`src/rtl/tmr_wdt_unit.sv`:
```
module tmr_wdt_unit #(
  parameter int CNT_W = 8,
  parameter int PRE_W = 8,
  localparam int SEL_W = $clog2(PRE_W)
) (
  input  logic             clk_i,
  input  logic             rst_ni,
  input  logic             clk_div4_i,
  input  logic             tmr_ext_i,
  input  logic             tmr_fall_i,
  input  logic             tmr_bypass_i,
  input  logic [SEL_W-1:0] tmr_ratio_i,
  input  logic             tmr_wr_i,
  input  logic [CNT_W-1:0] tmr_wdata_i,
  input  logic             wdt_bypass_i,
  input  logic [SEL_W-1:0] wdt_ratio_i,
  input  logic             wdt_clr_i,
  input  logic             sleep_i,
  input  logic             tmr_pin_i,
  output logic [CNT_W-1:0] tmr_value_o,
  output logic             tmr_ovf_o,
  output logic             wdt_tmo_o
);
  localparam int MW = PRE_W + 1;

  logic [1:0] ph_q;
  logic       tick;
  assign tick = (ph_q == (clk_div4_i ? 2'd3 : 2'd1));

  always_ff @(posedge clk_i or negedge rst_ni)
    if (!rst_ni)   ph_q <= '0;
    else if (tick) ph_q <= '0;
    else           ph_q <= ph_q + 2'd1;

  logic [1:0] sync_q;
  logic       pin_d, lvl_q;
  logic [1:0] run_q;
  logic       pin_s, stable, accept, ext_ev;

  assign pin_s  = sync_q[1];
  assign stable = (pin_s == pin_d) && (run_q >= (clk_div4_i ? 2'd3 : 2'd1));
  assign accept = stable && (pin_s != lvl_q);
  assign ext_ev = accept && (tmr_fall_i ? !pin_s : pin_s);

  always_ff @(posedge clk_i or negedge rst_ni)
    if (!rst_ni) begin
      sync_q <= '0;
      pin_d  <= 1'b0;
      run_q  <= '0;
      lvl_q  <= 1'b0;
    end else begin
      sync_q <= {sync_q[0], tmr_pin_i};
      pin_d  <= pin_s;
      if (pin_s != pin_d)   run_q <= '0;
      else if (run_q != 2'd3) run_q <= run_q + 2'd1;
      if (accept) lvl_q <= pin_s;
    end

  logic [PRE_W-1:0] tps_q, wps_q, tmask, wmask;
  logic [CNT_W-1:0] tmr_q, wdc_q;
  logic             tev, tinc, winc, wclr;

  assign tmask = PRE_W'((MW'(2) << tmr_ratio_i) - MW'(1));
  assign wmask = PRE_W'((MW'(2) << wdt_ratio_i) - MW'(1));
  assign tev   = tmr_ext_i ? ext_ev : tick;
  assign tinc  = tev  && (tmr_bypass_i || ((tps_q & tmask) == tmask));
  assign winc  = tick && (wdt_bypass_i || ((wps_q & wmask) == wmask));
  assign wclr  = wdt_clr_i || sleep_i;

  always_ff @(posedge clk_i or negedge rst_ni)
    if (!rst_ni) begin
      tmr_q     <= '0;
      tps_q     <= '0;
      tmr_ovf_o <= 1'b0;
    end else if (tmr_wr_i) begin
      tmr_q     <= tmr_wdata_i;
      tps_q     <= '0;
      tmr_ovf_o <= 1'b0;
    end else begin
      tmr_ovf_o <= tinc && (&tmr_q);
      if (tev && !tmr_bypass_i) tps_q <= tps_q + 1'b1;
      if (tinc) tmr_q <= tmr_q + 1'b1;
    end

  always_ff @(posedge clk_i or negedge rst_ni)
    if (!rst_ni) begin
      wdc_q     <= '0;
      wps_q     <= '0;
      wdt_tmo_o <= 1'b0;
    end else if (wclr) begin
      wdc_q     <= '0;
      wps_q     <= '0;
      wdt_tmo_o <= 1'b0;
    end else begin
      wdt_tmo_o <= winc && (&wdc_q);
      if (tick && !wdt_bypass_i) wps_q <= wps_q + 1'b1;
      if (winc) wdc_q <= wdc_q + 1'b1;
    end

  assign tmr_value_o = tmr_q;
endmodule

```
`config.mk`:
```
export PLATFORM = sky130hd
export DESIGN_NAME = tmr_wdt_unit
export DESIGN_NICKNAME = d
export VERILOG_FILES = /design/src/rtl/tmr_wdt_unit.sv
export SDC_FILE = /design/constraint.sdc
export NUM_CORES = 1
export LEC_CHECK = 0
export BUFFER_PORTS_ARGS = -buffer_cell sky130_fd_sc_hd__buf_2
export CORE_MARGIN = 2
export CORE_UTILIZATION = 24
export DETAILED_ROUTE_END_ITERATION = 8
export HOLD_SLACK_MARGIN = 0.08
export PLACE_DENSITY_LB_ADDON = 0.2
export SETUP_SLACK_MARGIN = 0.2
export SLEW_MARGIN = 20
export SYNTH_ARGS = -nofsm -noshare
export SYNTH_HDL_FRONTEND = slang
export SYNTH_SLANG_ARGS = --single-unit
```
`constraint.sdc`:
```
create_clock -name clk_i -period 1.9 [get_ports clk_i]
set_input_delay 0.095 -clock clk_i [delete_from_list [all_inputs] [get_ports clk_i]]
set_output_delay 0.095 -clock clk_i [all_outputs]
set_load 0.02 [all_outputs]
```
==> metrics.md <==
| Metric | Value |
|---|---|
| # setup viols final | `0` |
| Crit path DAT | `2080 ps` |
| Max Clk Rate | `0.528 GHz` |
| Synth-to-layout area growth | `44.8%` |
| Clk buf depth | `2` |
| Share of post-route cells with drive strength above 1 | `35.8%` |
| Final min period | `1890 ps` |
| RD Place Congestion | `0.761` |
| Seq/Total Area, Yosys | `41.7%` |
| Detail Placement HPWL | `4470 um` |
| Slowest CP cell | `dfrtp_1` |
| Period utilization | `99.6%` |
| Final Skew | `2.75 ps` |
| Core ar. | `10300 sq um` |
| Logic gate share of total power | `25.9%` |
| Critical R2R Launch | `run_q[1]` |
| R2R depth | `7` |
| Clk_lat worst skew | `290 ps` |
| Hold Slack | `113 ps` |
| R2R Setup Slk | `7 ps` |
| First-pass GRT wire length | `10900 um` |
| Main synth FF type | `dfrtp_1` |
| Overall routing resource usage | `11.8%` |
| Die X | `106 um` |
| Finished Layout Cells | `499` |
| Met1 WL | `3030 um` |
| Full die area | `11300 sq um` |
| Cell Rows | `37` |
| Worst-path clk slew | `80 ps` |
| Hold path start | `clk_div4_i` |
| CTS tree | `yes` |
| Leak | `1.56 nW` |
| Crit path max fanout | `2` |
| Synth unique cells | `57` |
| Synth area leaders | `dfrtp_1, nor2_1, ha_1` |
| Yosys top cell by area | `dfrtp_1` |
| Detailed-router iteration count before antenna repair | `4` |
| # DRC | `0` |
| Cells after synthesis | `267` |
| Total of max-cap violations | `0` |
| Vias post-DR | `2313` |
| Startpoint types | `register` |
| Port bufs | `34` |
| Slew Viols, Final | `0` |
| RSZ-0062 raised after global routing | `true` |
| WS Path Type | `reg2reg` |
| Slowest stage delay, CP | `390 ps` |
| Sw frac | `28.9%` |
| Overflow after GRT | `0` |
| Final Core Density | `35.5%` |
| DR iter-0 viols | `74` |
| Async SR Flop Fraction | `100%` |
| Met3 routed WL | `202 um` |
| Routed len/inst | `12.8 um` |
| ANT nets after route | `0` |
| CTS H-tree lvls | `2` |
| Pwr/cell area | `635 nW/um^2` |
| Met2 Wirelength | `3130 um` |
| Crit-path cells | `ha_1 > a21o_1 > o211ai_1 > nand2_1 > and3_4 > mux2_4 > mux2_2` |
| Critical Path End Type | `register` |
| Largest net degree at the start of global routing | `24` |
| Highest metal used | `met4` |
| Synth Warn # | `0` |
| Internal power | `0.00165 W` |
| TritonCTS Buffers | `5` |
| Layout Nets | `395` |
| Initial antenna violation count | `0` |
| Hold Path Sink | `ph_q[1]` |
| Least-Margin Pin Slew | `549 ps` |
| Post-Route WL | `6410 um` |
| Antenna cells | `0` |
| Die height | `106 um` |
| Design Power | `0.00232 W` |
| Initial Util | `24.5%` |
| Worst slew margin relative to its limit | `63.4%` |
| Synth top area share | `41.7%` |
| Cell Area, Synth | `2520 sq um` |
| Syn_area_per_cell | `9.44 sq um` |
| EDFF count, synth | `0` |
| Clk sinks | `42` |
| IO Pins | `35` |
| Clk pwr share | `30.9%` |
| Req. time, crit path | `2090 ps` |
| Cells after DPL | `465` |
| Part of the power in registers | `43.1%` |
| Avg Vias per Cell | `4.64` |
| Vias in the first global route | `2329` |
| Most common cell after layout, fill and taps aside | `dfrtp_1` |
| Final TNS setup | `0 ps` |
| VDD IR max | `0.296 mV` |
| Cells on Worst Hold Path | `3` |
| Root buf cell | `clkbuf_8` |
| Status | `complete, no violations` |
| Syn_nets | `300` |
| Most frequent cells in the layout | `dfrtp_1, buf_4, buf_2` |
| #FFs+latches synth | `42` |
| Worst hold path class | `in2reg` |
| Final Hold Fails | `0` |
| P_sw | `0.000670 W` |
| Terminus of the critical flop-to-flop path | `tmr_value_o[1]` |
[worst max-delay path, delay by kind of cell (launching register included)]
kind	cells	cell delay [ps]
multiplexers	2	530
AND/OR/NAND/NOR	2	320
flip-flops	1	390
AO/OA/AOI/OAI	2	280
adder cells (fa/ha/maj)	1	270
[logic make-up (layout without fill, tap and decap cells)]
kind of cell | after synthesis | after routing | synth area share, %
AND/OR/NAND/NOR | 123 | 124 | 28.5
AO/OA/AOI/OAI | 49 | 49 | 12.6
adder cells (fa/ha/maj) | 8 | 8 | 3.97
XOR/XNOR | 19 | 19 | 6.60
buffers and inverters | 19 | 114 | 3.62
multiplexers | 7 | 7 | 3.03
flip-flops | 42 | 42 | 41.7
[registers in the layout (all words and copies together), names as in the netlist]
register,cells
pin_d,1
tmr_value_o,8
wdt_tmo_o,1
ph_q,2
lvl_q,1
tps_q,8
sync_q,2
run_q,2
wps_q,8
wdc_q,8
tmr_ovf_o,1
[metal layers]
layer  up-vias  track usage (%)
met3         5             2.33
li1       1164                -
met1      1109             15.1
met5         -                0
met2        35             20.5
met4         0             2.78
[layout make-up]
cell class              count  area (sq um)
fillers                  1063          6630
multi-input cells         207          1570
flip-flops and latches     42          1050
repair buffers             96           712
well taps                 136           170
clock buffers               6          72.6
clock inverters             2          37.5
inverters                  10          37.5
[repair_timing]
| action | in CTS | in global routing |
|---|---|---|
| hold endpoints to repair | 31 | 0 |
| hold buffers | 13 | 0 |
| pin swaps | 17 | 14 |
| setup endpoints to repair | 26 | 27 |
| cloned | 1 | 0 |
| gates resized for setup | 21 | 15 |
| buffers inserted | 9 | 3 |
[per-stage QoR]
step,instance area (sq um),worst slack [ps]
2_1_floorplan,2590,-127
3_3_place_gp,3150,-176
3_5_place_dp,3150,-188
4_1_cts,3550,-4.89
5_1_grt,3650,-58.1
6_report,3650,7.27
[power by group through the flow]
stage	Sequential (W)	Clock (W)	Combinational, W
2_1_floorplan	0.00103	0	0.000264
3_3_place_gp	0.00101	0	0.000492
3_5_place_dp	0.00101	0	0.000504
4_1_cts	0.000998	0.000755	0.000577
5_1_grt	0.00101	0.000789	0.000666
6_report	0.00100	0.000717	0.000601
[cells in the mapped netlist (all sizes together), types with 2 or more instances]
cell,number
dfrtp,42
o31ai,5
a21oi,15
nand2b,3
nor4b,2
nand4b,2
xnor2,9
a21o,2
xor2,10
ha,8
and3,4
mux2,2
nand3,13
or4,7
nor2b,4
o211ai,5
nand2,18
or3,4
nor3,7
buf,4
nor2,29
a31oi,2
inv,10
o21ai,12
clkbuf,5
nor4bb,3
and4,3
nor3b,2
nand4,9
a21boi,2
mux2i,5
nand3b,2
or2,3
o311ai,2
[worst max path at each step]
stage,startpoint,endpoint
6_report,run_q[1],tmr_value_o[1]
5_1_grt,pin_d,tmr_value_o[1]
4_1_cts,run_q[1],tmr_value_o[1]
3_5_place_dp,tmr_ratio_i[2],tmr_value_o[1]
3_3_place_gp,tmr_ratio_i[2],tmr_value_o[1]
2_1_floorplan,tmr_ratio_i[2],tmr_value_o[1]
(Power assumes the default switching activity.)
